### src/rtl/qspi_pkg.sv
package qspi_pkg;
    localparam logic [2:0] REG_MODE = 3'd0;
    localparam logic [2:0] REG_RUN  = 3'd1;
    localparam logic [2:0] REG_WIN  = 3'd2;
    localparam logic [2:0] REG_IRQ  = 3'd3;
    localparam logic [2:0] REG_QADR = 3'd4;
    localparam logic [2:0] REG_QDAT = 3'd5;

    localparam int CMD_LEN_BIT = 14;

    typedef enum logic [1:0] {
        ARR_TX   = 2'd0,
        ARR_RX   = 2'd1,
        ARR_CMD  = 2'd2,
        ARR_NONE = 2'd3
    } arr_sel_t;

    typedef enum logic [2:0] {
        C_IDLE, C_LOAD, C_SHIFT, C_STORE, C_FINISH
    } ctrl_state_t;

    typedef enum logic {
        SH_IDLE, SH_RUN
    } shift_state_t;
endpackage

### src/rtl/qspi_queue.sv
module qspi_queue
    import qspi_pkg::*;
#(
    parameter int SLOT_N = 16,
    parameter int WORD_W = 16,
    parameter int SLOT_W = $clog2(SLOT_N)
) (
    input  logic              clk,
    input  logic              rst_n,
    input  logic              bus_we,
    input  logic [1:0]        bus_sel,
    input  logic [SLOT_W-1:0] bus_idx,
    input  logic [WORD_W-1:0] bus_wdata,
    output logic [WORD_W-1:0] bus_rdata,
    input  logic [SLOT_W-1:0] eng_idx,
    output logic [WORD_W-1:0] eng_tx,
    output logic [WORD_W-1:0] eng_cmd,
    input  logic              rx_we,
    input  logic [WORD_W-1:0] rx_wdata
);
    logic [WORD_W-1:0] tx_vec  [SLOT_N];
    logic [WORD_W-1:0] rx_vec  [SLOT_N];
    logic [WORD_W-1:0] cmd_vec [SLOT_N];

    for (genvar g = 0; g < SLOT_N; g++) begin : g_slot
        logic [WORD_W-1:0] tx_q, rx_q, cmd_q;
        logic              hit;
        assign hit = bus_we && (bus_idx == SLOT_W'(g));

        always_ff @(posedge clk or negedge rst_n) begin
            if (!rst_n) begin
                tx_q  <= '0;
                rx_q  <= '0;
                cmd_q <= '0;
            end else begin
                if (hit && bus_sel == ARR_TX)  tx_q  <= bus_wdata;
                if (hit && bus_sel == ARR_CMD) cmd_q <= bus_wdata;
                if (rx_we && eng_idx == SLOT_W'(g)) rx_q <= rx_wdata;
                else if (hit && bus_sel == ARR_RX)  rx_q <= bus_wdata;
            end
        end

        assign tx_vec[g]  = tx_q;
        assign rx_vec[g]  = rx_q;
        assign cmd_vec[g] = cmd_q;
    end

    always_comb begin
        unique case (bus_sel)
            ARR_TX:  bus_rdata = tx_vec[bus_idx];
            ARR_RX:  bus_rdata = rx_vec[bus_idx];
            ARR_CMD: bus_rdata = cmd_vec[bus_idx];
            default: bus_rdata = '0;
        endcase
    end

    assign eng_tx  = tx_vec[eng_idx];
    assign eng_cmd = cmd_vec[eng_idx];

    // bus writes are blocked by the top while the engine owns the queue
    assert_no_bus_engine_clash_R9: assert property (@(posedge clk) disable iff (!rst_n)
        !(rx_we && bus_we));
endmodule

### src/rtl/qspi_shifter.sv
module qspi_shifter
    import qspi_pkg::*;
#(
    parameter int WORD_W = 16,
    parameter int BAUD_W = 8,
    parameter int LEN_W  = $clog2(WORD_W) + 1
) (
    input  logic              clk,
    input  logic              rst_n,
    input  logic              start,
    input  logic [LEN_W-1:0]  len,
    input  logic              cpha,
    input  logic [BAUD_W-1:0] baud,
    input  logic [WORD_W-1:0] tx_word,
    input  logic              miso,
    output logic              sck_phase,
    output logic              mosi,
    output logic              done,
    output logic [WORD_W-1:0] rx_word
);
    localparam int EDGE_W = LEN_W + 1;

    shift_state_t      state_q;
    logic [BAUD_W-1:0] div_q;
    logic [EDGE_W-1:0] edge_q;
    logic [WORD_W-1:0] sh_q, rx_q, tx_aligned;
    logic [LEN_W-1:0]  len_q;
    logic              sck_q, done_q;
    logic              tick, leading, sample_now, last_edge;

    always_comb begin
        tx_aligned = tx_word << (LEN_W'(WORD_W) - len);
        tick       = (state_q == SH_RUN) && (baud != '0) &&
                     (({1'b0, div_q} + 1'b1) >= {1'b0, baud});
        leading    = ~edge_q[0];
        sample_now = leading ^ cpha;
        last_edge  = (edge_q == EDGE_W'({len_q, 1'b0} - 1'b1));
    end

    always_ff @(posedge clk or negedge rst_n) begin
        if (!rst_n) begin
            state_q <= SH_IDLE;
            div_q   <= '0;
            edge_q  <= '0;
            sh_q    <= '0;
            rx_q    <= '0;
            len_q   <= LEN_W'(8);
            sck_q   <= 1'b0;
            done_q  <= 1'b0;
        end else begin
            done_q <= 1'b0;
            unique case (state_q)
                SH_IDLE: begin
                    if (start) begin
                        sh_q    <= tx_aligned;
                        rx_q    <= '0;
                        edge_q  <= '0;
                        div_q   <= '0;
                        sck_q   <= 1'b0;
                        len_q   <= len;
                        state_q <= SH_RUN;
                    end
                end
                SH_RUN: begin
                    if (tick) begin
                        div_q  <= '0;
                        sck_q  <= ~sck_q;
                        edge_q <= edge_q + 1'b1;
                        if (sample_now)
                            rx_q <= {rx_q[WORD_W-2:0], miso};
                        else if (edge_q != '0)
                            sh_q <= {sh_q[WORD_W-2:0], 1'b0};
                        if (last_edge) begin
                            state_q <= SH_IDLE;
                            done_q  <= 1'b1;
                        end
                    end else if (baud != '0) begin
                        div_q <= div_q + 1'b1;
                    end
                end
                default: state_q <= SH_IDLE;
            endcase
        end
    end

    assign sck_phase = sck_q;
    assign mosi      = sh_q[WORD_W-1];
    assign done      = done_q;
    assign rx_word   = rx_q;

    assert_idle_level_R5: assert property (@(posedge clk) disable iff (!rst_n)
        (state_q == SH_IDLE) |-> !sck_q);
    assert_frozen_clock_R6: assert property (@(posedge clk) disable iff (!rst_n)
        (state_q == SH_RUN && baud == '0) |=> ($stable(sck_q) && $stable(edge_q)));
    assert_len_legal_R4: assert property (@(posedge clk) disable iff (!rst_n)
        start |-> (len >= LEN_W'(8) && len <= LEN_W'(WORD_W)));
endmodule

### src/rtl/qspi_ctrl.sv
module qspi_ctrl
    import qspi_pkg::*;
#(
    parameter int SLOT_N = 16,
    parameter int WORD_W = 16,
    parameter int LEN_W  = $clog2(WORD_W) + 1,
    parameter int SLOT_W = $clog2(SLOT_N)
) (
    input  logic              clk,
    input  logic              rst_n,
    input  logic              go,
    input  logic [SLOT_W-1:0] win_start,
    input  logic [SLOT_W-1:0] win_end,
    input  logic [LEN_W-1:0]  prog_len,
    input  logic [WORD_W-1:0] tx_word,
    input  logic [WORD_W-1:0] cmd_word,
    input  logic              sh_done,
    input  logic [WORD_W-1:0] sh_rx,
    output logic [SLOT_W-1:0] slot,
    output logic              sh_start,
    output logic [LEN_W-1:0]  sh_len,
    output logic [WORD_W-1:0] sh_tx,
    output logic              rx_we,
    output logic [WORD_W-1:0] rx_data,
    output logic              cs_active,
    output logic              finish
);
    ctrl_state_t       state_q, state_d;
    logic [SLOT_W-1:0] slot_q;

    always_ff @(posedge clk or negedge rst_n) begin
        if (!rst_n) begin
            state_q <= C_IDLE;
            slot_q  <= '0;
        end else begin
            state_q <= state_d;
            if (state_q == C_IDLE && go)
                slot_q <= win_start;
            else if (state_q == C_STORE && slot_q != win_end)
                slot_q <= slot_q + 1'b1;
        end
    end

    always_comb begin
        state_d = state_q;
        unique case (state_q)
            C_IDLE:   if (go) state_d = C_LOAD;
            C_LOAD:   state_d = C_SHIFT;
            C_SHIFT:  if (sh_done) state_d = C_STORE;
            C_STORE:  state_d = (slot_q == win_end) ? C_FINISH : C_LOAD;
            C_FINISH: state_d = C_IDLE;
            default:  state_d = C_IDLE;
        endcase
    end

    always_comb begin
        sh_start  = 1'b0;
        rx_we     = 1'b0;
        finish    = 1'b0;
        cs_active = 1'b0;
        sh_len    = cmd_word[CMD_LEN_BIT] ? prog_len : LEN_W'(8);
        sh_tx     = tx_word;
        rx_data   = sh_rx;
        unique case (state_q)
            C_IDLE:   ;
            C_LOAD:   begin sh_start = 1'b1; cs_active = 1'b1; end
            C_SHIFT:  cs_active = 1'b1;
            C_STORE:  begin rx_we = 1'b1; cs_active = 1'b1; end
            C_FINISH: finish = 1'b1;
            default:  ;
        endcase
    end

    assign slot = slot_q;

    assert_done_in_shift_R3: assert property (@(posedge clk) disable iff (!rst_n)
        sh_done |-> (state_q == C_SHIFT));
    assert_go_held_R7: assert property (@(posedge clk) disable iff (!rst_n)
        (state_q != C_IDLE && state_q != C_FINISH) |-> go);
endmodule

### src/rtl/qspi_master.sv
module qspi_master
    import qspi_pkg::*;
#(
    parameter int SLOT_N = 16,
    parameter int WORD_W = 16,
    parameter int BAUD_W = 8
) (
    input  logic        clk,
    input  logic        rst_n,
    input  logic [2:0]  bus_addr,
    input  logic        bus_wr,
    input  logic        bus_rd,
    input  logic [15:0] bus_wdata,
    output logic [15:0] bus_rdata,
    output logic        sck,
    output logic        mosi,
    input  logic        miso,
    output logic        cs_n,
    output logic        irq
);
    localparam int SLOT_W  = $clog2(SLOT_N);
    localparam int QADDR_W = SLOT_W + 2;
    localparam int LEN_W   = $clog2(WORD_W) + 1;

    logic [15:0]        mode_q;
    logic               run_q, flag_q, irq_en_q;
    logic [SLOT_W-1:0]  win_start_q, win_end_q;
    logic [QADDR_W-1:0] qadr_q;

    logic              wr_mode, wr_run, wr_win, wr_irq, wr_qadr, q_we, q_inc;
    logic [3:0]        len_field;
    logic [LEN_W-1:0]  prog_len;
    logic [WORD_W-1:0] q_rdata, eng_tx, eng_cmd, sh_tx, sh_rx, rx_data;
    logic [SLOT_W-1:0] slot;
    logic [LEN_W-1:0]  sh_len;
    logic              sh_start, sh_done, rx_we, cs_active, finish, sck_phase;

    always_comb begin
        wr_mode = bus_wr && bus_addr == REG_MODE;
        wr_run  = bus_wr && bus_addr == REG_RUN;
        wr_win  = bus_wr && bus_addr == REG_WIN && !run_q;
        wr_irq  = bus_wr && bus_addr == REG_IRQ;
        wr_qadr = bus_wr && bus_addr == REG_QADR;
        q_we    = bus_wr && bus_addr == REG_QDAT && !run_q;
        q_inc   = q_we || (!bus_wr && bus_rd && bus_addr == REG_QDAT);
        len_field = mode_q[13:10];
        if (len_field == 4'd0)      prog_len = LEN_W'(16);
        else if (len_field < 4'd8)  prog_len = LEN_W'(8);
        else                        prog_len = LEN_W'(len_field);
    end

    always_ff @(posedge clk or negedge rst_n) begin
        if (!rst_n) begin
            mode_q      <= '0;
            run_q       <= 1'b0;
            flag_q      <= 1'b0;
            irq_en_q    <= 1'b0;
            win_start_q <= '0;
            win_end_q   <= '0;
            qadr_q      <= '0;
        end else begin
            if (wr_mode) mode_q <= bus_wdata;
            if (finish)
                run_q <= 1'b0;
            else if (wr_run && bus_wdata[15] && mode_q[15])
                run_q <= 1'b1;
            if (wr_win) begin
                win_start_q <= bus_wdata[0 +: SLOT_W];
                win_end_q   <= bus_wdata[8 +: SLOT_W];
            end
            if (wr_irq) begin
                irq_en_q <= bus_wdata[8];
                if (bus_wdata[0]) flag_q <= 1'b0;
            end
            if (finish) flag_q <= 1'b1;
            if (wr_qadr)    qadr_q <= bus_wdata[QADDR_W-1:0];
            else if (q_inc) qadr_q <= qadr_q + 1'b1;
        end
    end

    always_comb begin
        bus_rdata = '0;
        unique case (bus_addr)
            REG_MODE: bus_rdata = mode_q;
            REG_RUN:  bus_rdata[15] = run_q;
            REG_WIN: begin
                bus_rdata[0 +: SLOT_W] = win_start_q;
                bus_rdata[8 +: SLOT_W] = win_end_q;
            end
            REG_IRQ: begin
                bus_rdata[0] = flag_q;
                bus_rdata[8] = irq_en_q;
            end
            REG_QADR: bus_rdata[QADDR_W-1:0] = qadr_q;
            REG_QDAT: bus_rdata = q_rdata;
            default:  bus_rdata = '0;
        endcase
    end

    qspi_queue #(.SLOT_N(SLOT_N), .WORD_W(WORD_W)) u_queue (
        .clk       (clk),
        .rst_n     (rst_n),
        .bus_we    (q_we),
        .bus_sel   (qadr_q[QADDR_W-1 -: 2]),
        .bus_idx   (qadr_q[SLOT_W-1:0]),
        .bus_wdata (bus_wdata),
        .bus_rdata (q_rdata),
        .eng_idx   (slot),
        .eng_tx    (eng_tx),
        .eng_cmd   (eng_cmd),
        .rx_we     (rx_we),
        .rx_wdata  (rx_data)
    );

    qspi_ctrl #(.SLOT_N(SLOT_N), .WORD_W(WORD_W)) u_ctrl (
        .clk       (clk),
        .rst_n     (rst_n),
        .go        (run_q),
        .win_start (win_start_q),
        .win_end   (win_end_q),
        .prog_len  (prog_len),
        .tx_word   (eng_tx),
        .cmd_word  (eng_cmd),
        .sh_done   (sh_done),
        .sh_rx     (sh_rx),
        .slot      (slot),
        .sh_start  (sh_start),
        .sh_len    (sh_len),
        .sh_tx     (sh_tx),
        .rx_we     (rx_we),
        .rx_data   (rx_data),
        .cs_active (cs_active),
        .finish    (finish)
    );

    qspi_shifter #(.WORD_W(WORD_W), .BAUD_W(BAUD_W)) u_shift (
        .clk       (clk),
        .rst_n     (rst_n),
        .start     (sh_start),
        .len       (sh_len),
        .cpha      (mode_q[8]),
        .baud      (mode_q[BAUD_W-1:0]),
        .tx_word   (sh_tx),
        .miso      (miso),
        .sck_phase (sck_phase),
        .mosi      (mosi),
        .done      (sh_done),
        .rx_word   (sh_rx)
    );

    assign sck  = sck_phase ^ mode_q[9];
    assign cs_n = ~cs_active;
    assign irq  = flag_q & irq_en_q;

    assert_cs_needs_run_R7: assert property (@(posedge clk) disable iff (!rst_n)
        !cs_n |-> run_q);
    assert_run_self_clear_R7: assert property (@(posedge clk) disable iff (!rst_n)
        finish |=> !run_q);
    assert_flag_on_finish_R8: assert property (@(posedge clk) disable iff (!rst_n)
        finish |=> flag_q);
    assert_window_frozen_R9: assert property (@(posedge clk) disable iff (!rst_n)
        (run_q && bus_wr && bus_addr == REG_WIN) |=> ($stable(win_start_q) && $stable(win_end_q)));
    assert_no_start_disabled_R10: assert property (@(posedge clk) disable iff (!rst_n)
        (!mode_q[15] && !run_q) |=> !run_q);
endmodule

### config.mk
export PLATFORM = sky130hd
export DESIGN_NAME = qspi_master
export DESIGN_NICKNAME = d
export VERILOG_FILES = /design/src/rtl/qspi_pkg.sv /design/src/rtl/qspi_queue.sv /design/src/rtl/qspi_shifter.sv /design/src/rtl/qspi_ctrl.sv /design/src/rtl/qspi_master.sv
export SDC_FILE = /design/constraint.sdc
export NUM_CORES = 2
export LEC_CHECK = 0
export BUFFER_PORTS_ARGS = -buffer_cell sky130_fd_sc_hd__buf_4
export CAP_MARGIN = 25
export CORE_MARGIN = 5
export CORE_UTILIZATION = 50
export DETAILED_ROUTE_END_ITERATION = 8
export PLACE_DENSITY = 0.75
export SYNTH_ARGS = -nofsm -noshare
export SYNTH_HDL_FRONTEND = slang
export SYNTH_SLANG_ARGS = --single-unit
### constraint.sdc
create_clock -name clk -period 4.6 [get_ports clk]
set_clock_uncertainty 0.2 [all_clocks]
set_input_delay 0.92 -clock clk [delete_from_list [all_inputs] [get_ports clk]]
set_output_delay 0.92 -clock clk [all_outputs]
set_load 0.05 [all_outputs]
After elaboration in Yosys (flattened, before gate mapping)
Cells that the tools add are included.
Operators by class
  $add $sub $neg: 7
  multipliers: 0
  divide/modulo/power cells: 0
  magnitude comparators: 4
  eq/ne operators: 52
  shift operators: 1
  muxes and demuxes: 102
  bitwise gates (word level): 9
  reduce and logical (&&, ||, !) cells: 136
Operators by type and width (count)
  16-bit 2-to-1 mux: 47
  16-bit binary-select mux with 4-bit select: 5
  1-bit logical AND: 96
  4-bit equality test (second input constant): 16
  16-bit one-hot mux with 2 select lines: 2
  16-bit one-hot mux with 3 select lines: 1
  2-bit nonzero test: 21
  4-bit by 3-bit equality test with 1-bit output (second input constant): 8
  15-bit 2-to-1 mux: 2
  6-bit 2-to-1 mux: 4
  8-bit 2-to-1 mux: 3
  3-bit one-hot mux with 4 select lines: 2
  1-bit 2-to-1 mux: 17
  4-bit by 2-bit equality test with 1-bit output (second input constant): 4
  8-bit one-hot mux with 2 select lines: 1
  16-bit by 5-bit << shifter with 16-bit output: 1
  6-bit by 1-bit adder with 6-bit output (second input constant): 2
  3-bit by 2-bit equality test with 1-bit output (second input constant): 4
  4-bit logical NOT: 3
  4-bit 2-to-1 mux: 3
  2-bit inequality test (second input constant): 6
  6-bit one-hot mux with 2 select lines: 1
  5-bit >= comparator (second input constant): 2
  5-bit 2-to-1 mux: 2
  40 further kinds: 58
Storage, ports and cells
  register bits: 862
  latch bits: 0
  RAM bits: 0
  memory bits (read-only): 0
  input bits: 24
  logic and storage cells: 376
  memories kept: 0

Depth between registers and ports, before layout
  word-level depth: 9
  depth in mapped cells: 14

Hierarchy
Synthesis repeated with hierarchy kept, for this count alone.
Second synthesis, totals
  cell total of the unflattened synthesis: 3709
  area total of the unflattened synthesis: 47351.7 µm²
Modules (own cells, without submodules)
  qspi_queue: times used 1, cells an instance 3051, area an instance 41212.0 µm²
  qspi_shifter: times used 1, cells an instance 395, area an instance 3518.4 µm²
  qspi_master: times used 1, cells an instance 179, area an instance 1916.8 µm²
  qspi_ctrl: times used 1, cells an instance 84, area an instance 704.4 µm²

Least setup slack after synthesis
OpenSTA, ideal clock, no wires.
  kind: reg2out
  start point: register qadr_q[0]
  end point: output port bus_rdata[9]
  arrival time: 3175 ps
  path slack: 305 ps
  cell stages (with the launch flop): 10
  path buffers: 3
  cell sequence: dfrtp_1 > clkbuf_1 > clkbuf_1 > buf_1 > mux4_2 > mux4_2 > mux2i_1 > o22ai_1 > nand2_1 > o21ai_0
On the way
  cells in the longest elaborated chain, start to end: 6
  elaborated cells between the ends (all ways): 12
  classes of those cells: mux (11); bitwise (1)
Ends and longest elaborated chain
  from (decl): line qspi_master.sv:28  | logic [QADDR_W-1:0] qadr_q;
  from (signal assigned): line qspi_master.sv:76  | if (wr_qadr) qadr_q <= bus_wdata[QADDR_W-1:0];
  from (signal assigned): line qspi_master.sv:77  | else if (q_inc) qadr_q <= qadr_q + 1'b1;
  4-bit NOT with 5-bit output (implied by the code) (*): line qspi_queue.sv:50, qspi_queue.sv:51, qspi_queue.sv:52
  16-bit binary-select mux with 4-bit select, on equally long branches: line qspi_queue.sv:52, qspi_queue.sv:50, qspi_queue.sv:51
  16-bit 2-to-1 mux, on equally long branches (2 in series): line qspi_queue.sv:52, qspi_queue.sv:50, qspi_queue.sv:51
  16-bit one-hot mux with 3 select lines (*): line qspi_queue.sv:49  | unique case (bus_sel)
  3-bit one-hot mux with 3 select lines (*): line qspi_master.sv:83  | unique case (bus_addr)
  to (decl): line qspi_master.sv:14  | output logic [15:0] bus_rdata,
Every way passes the cells marked *; elsewhere a longest branch is shown, timed or not. The select of a mux whose other input is x is not followed.

Final worst setup path
  start point: register qadr_q[0]
  end point: output port bus_rdata[4]
On the way
  cells in the longest elaborated chain, start to end: 6
  elaborated cells between the ends (all ways): 12
  classes of those cells: mux (11); bitwise (1)
Ends and longest elaborated chain (line)
  4-bit NOT with 5-bit output (implied by the code) (*): qspi_queue.sv:50, qspi_queue.sv:51, qspi_queue.sv:52
  16-bit binary-select mux with 4-bit select, on equally long branches: qspi_queue.sv:52, qspi_queue.sv:50, qspi_queue.sv:51
  16-bit 2-to-1 mux, on equally long branches (2 in series): qspi_queue.sv:52, qspi_queue.sv:50, qspi_queue.sv:51
  16-bit one-hot mux with 3 select lines (*): qspi_queue.sv:49
  2-bit one-hot mux with 3 select lines (*): qspi_master.sv:83
Marked as above.

==> flow_metrics.env <==
export IMPL_slowest_stage="mux4_2"
export IMPL_dpl_instance_area_sq_mm=0.04715
export IMPL_wirelength_um=130000
export IMPL_p_sw_share_pct=33.68
export IMPL_rsz0062_at_grt="true"
export IMPL_drt_iter0_drc=3710
export IMPL_rows=110
export IMPL_drt_first_pass_iters=7
export IMPL_grt_usage_pct=26.95
export IMPL_cts_tree="built"
export IMPL_clkPwrFrac_pct=27.8
export IMPL_num_fill_cells=6923
export IMPL_syn_instance_count=3517
export IMPL_fmax_ghz=0.2148
export IMPL_clockBufferDepth=3
export IMPL_die_w_um=310.1
export IMPL_dieArea_sq_mm=0.09618
export IMPL_place_congestion=0.9115
export IMPL_post_route_cell_area_sq_mm=0.05113
export IMPL_antenna_left=0
export IMPL_drc=0
export IMPL_tns_ps=-131.5
export IMPL_maxCapViolations=0
export IMPL_area_growth_pct=13.52
export IMPL_setup_viol_count_final=6
export IMPL_post_route_util_pct=56.98
export IMPL_power_net_switching_mw=9.440
export IMPL_yosysTopAreaCell="dfrtp_1"
export IMPL_antenna_found_initial=2
export IMPL_start_kind="flop"
export IMPL_rr_startpoint="u_ctrl.slot[1]"
export IMPL_yosysTopAreaCellShare_pct=47.84
export IMPL_via_per_inst=6.538
export IMPL_cp_max_fo=8
export IMPL_p_seq_share_pct=37.8
export IMPL_grt_max_degree=127
export IMPL_r2r_cells=11
export IMPL_hp_class="primary input to async pin"
export IMPL_cts_sinks=862
export IMPL_synth_cell_types=79
export IMPL_synth_area_leaders="dfrtp_1, mux4_2, mux2_2"
export IMPL_p_leak_nw=22.10
export IMPL_fin_crit_sh_pct=101.2
export IMPL_r2r_slack_ps=670
export IMPL_pre_cts_ws_ps=18.19
export IMPL_ys_seq_elements=862
export IMPL_slew_headroom_pct=28.37
export IMPL_vdd_drop_max_mv=0.3159
export IMPL_nets=3546
export IMPL_powerDensity_mw_per_mm2=548.2
export IMPL_ys_warn_count=0
export IMPL_io_buffer_count=43
export IMPL_synth_area_sq_mm=0.04504
export IMPL_cp_data_arrival_time_ps=3540
export IMPL_syn_nets=3562
export IMPL_clk_pin_slew_worst_paths_ps=70
export IMPL_grt_pass1_vias=31190
export IMPL_num_vias=31050
export IMPL_grt_overflow_total=0
export IMPL_ys_seq_area_share_pct=47.90
export IMPL_finalNonFillerCells=4749
export IMPL_die_height_um=310.1
export IMPL_core_area_sq_mm=0.08974
export IMPL_internal_power_mw=18.59
export IMPL_clk_latency_ps=670
export IMPL_drive_above_1_share_pct=37.40
export IMPL_maxSlewViolCount=0
export IMPL_cts_buffers=88
export IMPL_status="finished, violations left"
export IMPL_share_comb_of_total_power_pct=34.4
export IMPL_synth_top_flop_cell="dfrtp_1"
export IMPL_crit_path_cell_trace="buf_12 > buf_16 > buf_12 > mux4_2 > mux4_2 > mux2i_1 > buf_4 > o22ai_2 > a22o_1 > buf_6"
export IMPL_dp_cells=4548
export IMPL_regToRegEndpoint="u_shift.sh_q[15]"
export IMPL_synth_edf_count=0
export IMPL_synthArstFlopShare_pct=100.0
export IMPL_avgSynthCellArea_sq_um=12.81
export IMPL_initial_utilization_pct=50.19
export IMPL_cp_data_required_time_ps=3480
export IMPL_htreeDepth=3
export IMPL_min_period_ps=4656
export IMPL_power_mw=28.03
export IMPL_cp_end_kind="primary output"
export IMPL_hold_violations=0
export IMPL_grt_pass1_wl_um=197900
export IMPL_post_drt_wl_per_cell_um=27.37
export IMPL_violations="negative setup slack"
export IMPL_pin_count=44
export IMPL_worst_slack_ps=-56.44
export IMPL_hpwl_um=76330
export IMPL_whs_ps=41.35
export IMPL_path_class="flop to primary output"
export IMPL_clockRootBuffer="clkbuf_16"
export IMPL_worst_slew_pin_slew_ps=1073
export IMPL_max_stage_delay_ps=560
[power groups by stage]
stage                     Combinational (mW)  Sequential (mW)  Clock, mW
final                                   9.65             10.6       7.79
after CTS                               9.36             10.5       7.85
after global placement                  8.39             10.7          0
after floorplan                         6.50             10.0          0
after global routing                    10.3             10.8       8.16
after detailed placement                8.58             10.7          0
[worst max-delay path: cells and delay by family, from the launching register on]
kind | cells | cell delay (ps)
multiplexers | 3 | 1250
AO/OA/AOI/OAI | 2 | 320
flip-flops | 1 | 490
buffers and inverters | 5 | 790
[sequential cells by signal, indices dropped and copies added (netlist names), 3 cells and up]
signal                cells
win_end_q                 4
u_ctrl.slot               4
u_ctrl.state_q            3
u_shift.edge_q            6
u_queue.g_slot.rx_q     256
qadr_q                    6
mode_q                   16
win_start_q               4
u_shift.sh_q             16
u_shift.div_q             8
u_shift.rx_word          16
u_shift.len_q             5
u_queue.g_slot.cmd_q    256
u_queue.g_slot.tx_q     256
[cell usage after synthesis, drive strengths merged, types with 5 or more instances]
master and n:
xor2 11, a21o 6, xnor2 16, a31oi 7, o22ai 36, a22o 8
a21boi 6, dfrtp 861, a21oi 279, nor4 6, a22oi 30, nand3 40
nor2 349, or2 5, nand2 109, nand4 13, nor2b 7, and3 10
o21ai 51, mux4 311, nor3 15, inv 59, clkbuf 256, nand2b 10
ha 21, o211ai 14, mux2i 292, and2 11, buf 78, mux2 544
[worst max path at each step]
| stage | start | endpoint | slack [ps] | depth (start not counted) |
|---|---|---|---|---|
| global route | qadr_q[0] | bus_rdata[4] | -110 | 10 |
| detailed placement | qadr_q[0] | bus_rdata[13] | 20 | 9 |
| finish | qadr_q[0] | bus_rdata[4] | -60 | 10 |
| CTS | qadr_q[0] | bus_rdata[8] | -60 | 10 |
| floorplan | qadr_q[0] | bus_rdata[9] | 310 | 9 |
| global placement | qadr_q[0] | bus_rdata[13] | 40 | 9 |
[cell type report]
cell class,instances,area (sq um),area share (%)
antenna,1,2.502,0.004894
clock buffer,125,2603,5.090
clock inverter,36,546.8,1.069
inverter,59,221.5,0.4332
multi-input combinational,2262,22300,43.62
sequential,862,21590,42.23
tap,1176,1471,2.878
timing repair buffer,228,2389,4.672
[logic make-up after synthesis]
logic type               synth area share [%]
adder cells (fa/ha/maj)                0.5834
multiplexers                            35.68
AND/OR/NAND/NOR                         5.528
flip-flops                              47.90
AO/OA/AOI/OAI                           6.292
buffers and inverters                   3.492
XOR/XNOR                               0.5250
[layer usage]
| metal | part of all wire [%] | routed length, um | global-route usage (%) |
|---|---|---|---|
| met2 | 47 | 61210 | 42.56 |
| met4 | 4.5 | 5909 | 11.52 |
| met1 | 39 | 51000 | 36.65 |
| met3 | 9.1 | 11860 | 5.813 |
| met5 | 0.0054 | 7 | 0 |
[layout by cell type, fill, tap and decap left out, types with 58 or more instances in the layout]
cell	netlist	final
mux4_2	307	307
nand2_1	108	107
a21oi_1	279	279
mux2i_1	292	285
nor2_1	349	304
inv_1	58	58
dfrtp_1	861	855
clkbuf_16	0	91
mux2_2	543	543
buf_4	2	167
[what timing repair did]
action,4_1_cts,5_1_grt
hold buffers,0,0
pin swaps,17,6
hold endpoints to repair,0,0
setup endpoints to repair,16,15
gates resized for setup,57,13
cloned,4,2
setup buffers,24,12
(Power assumes the default switching activity.)
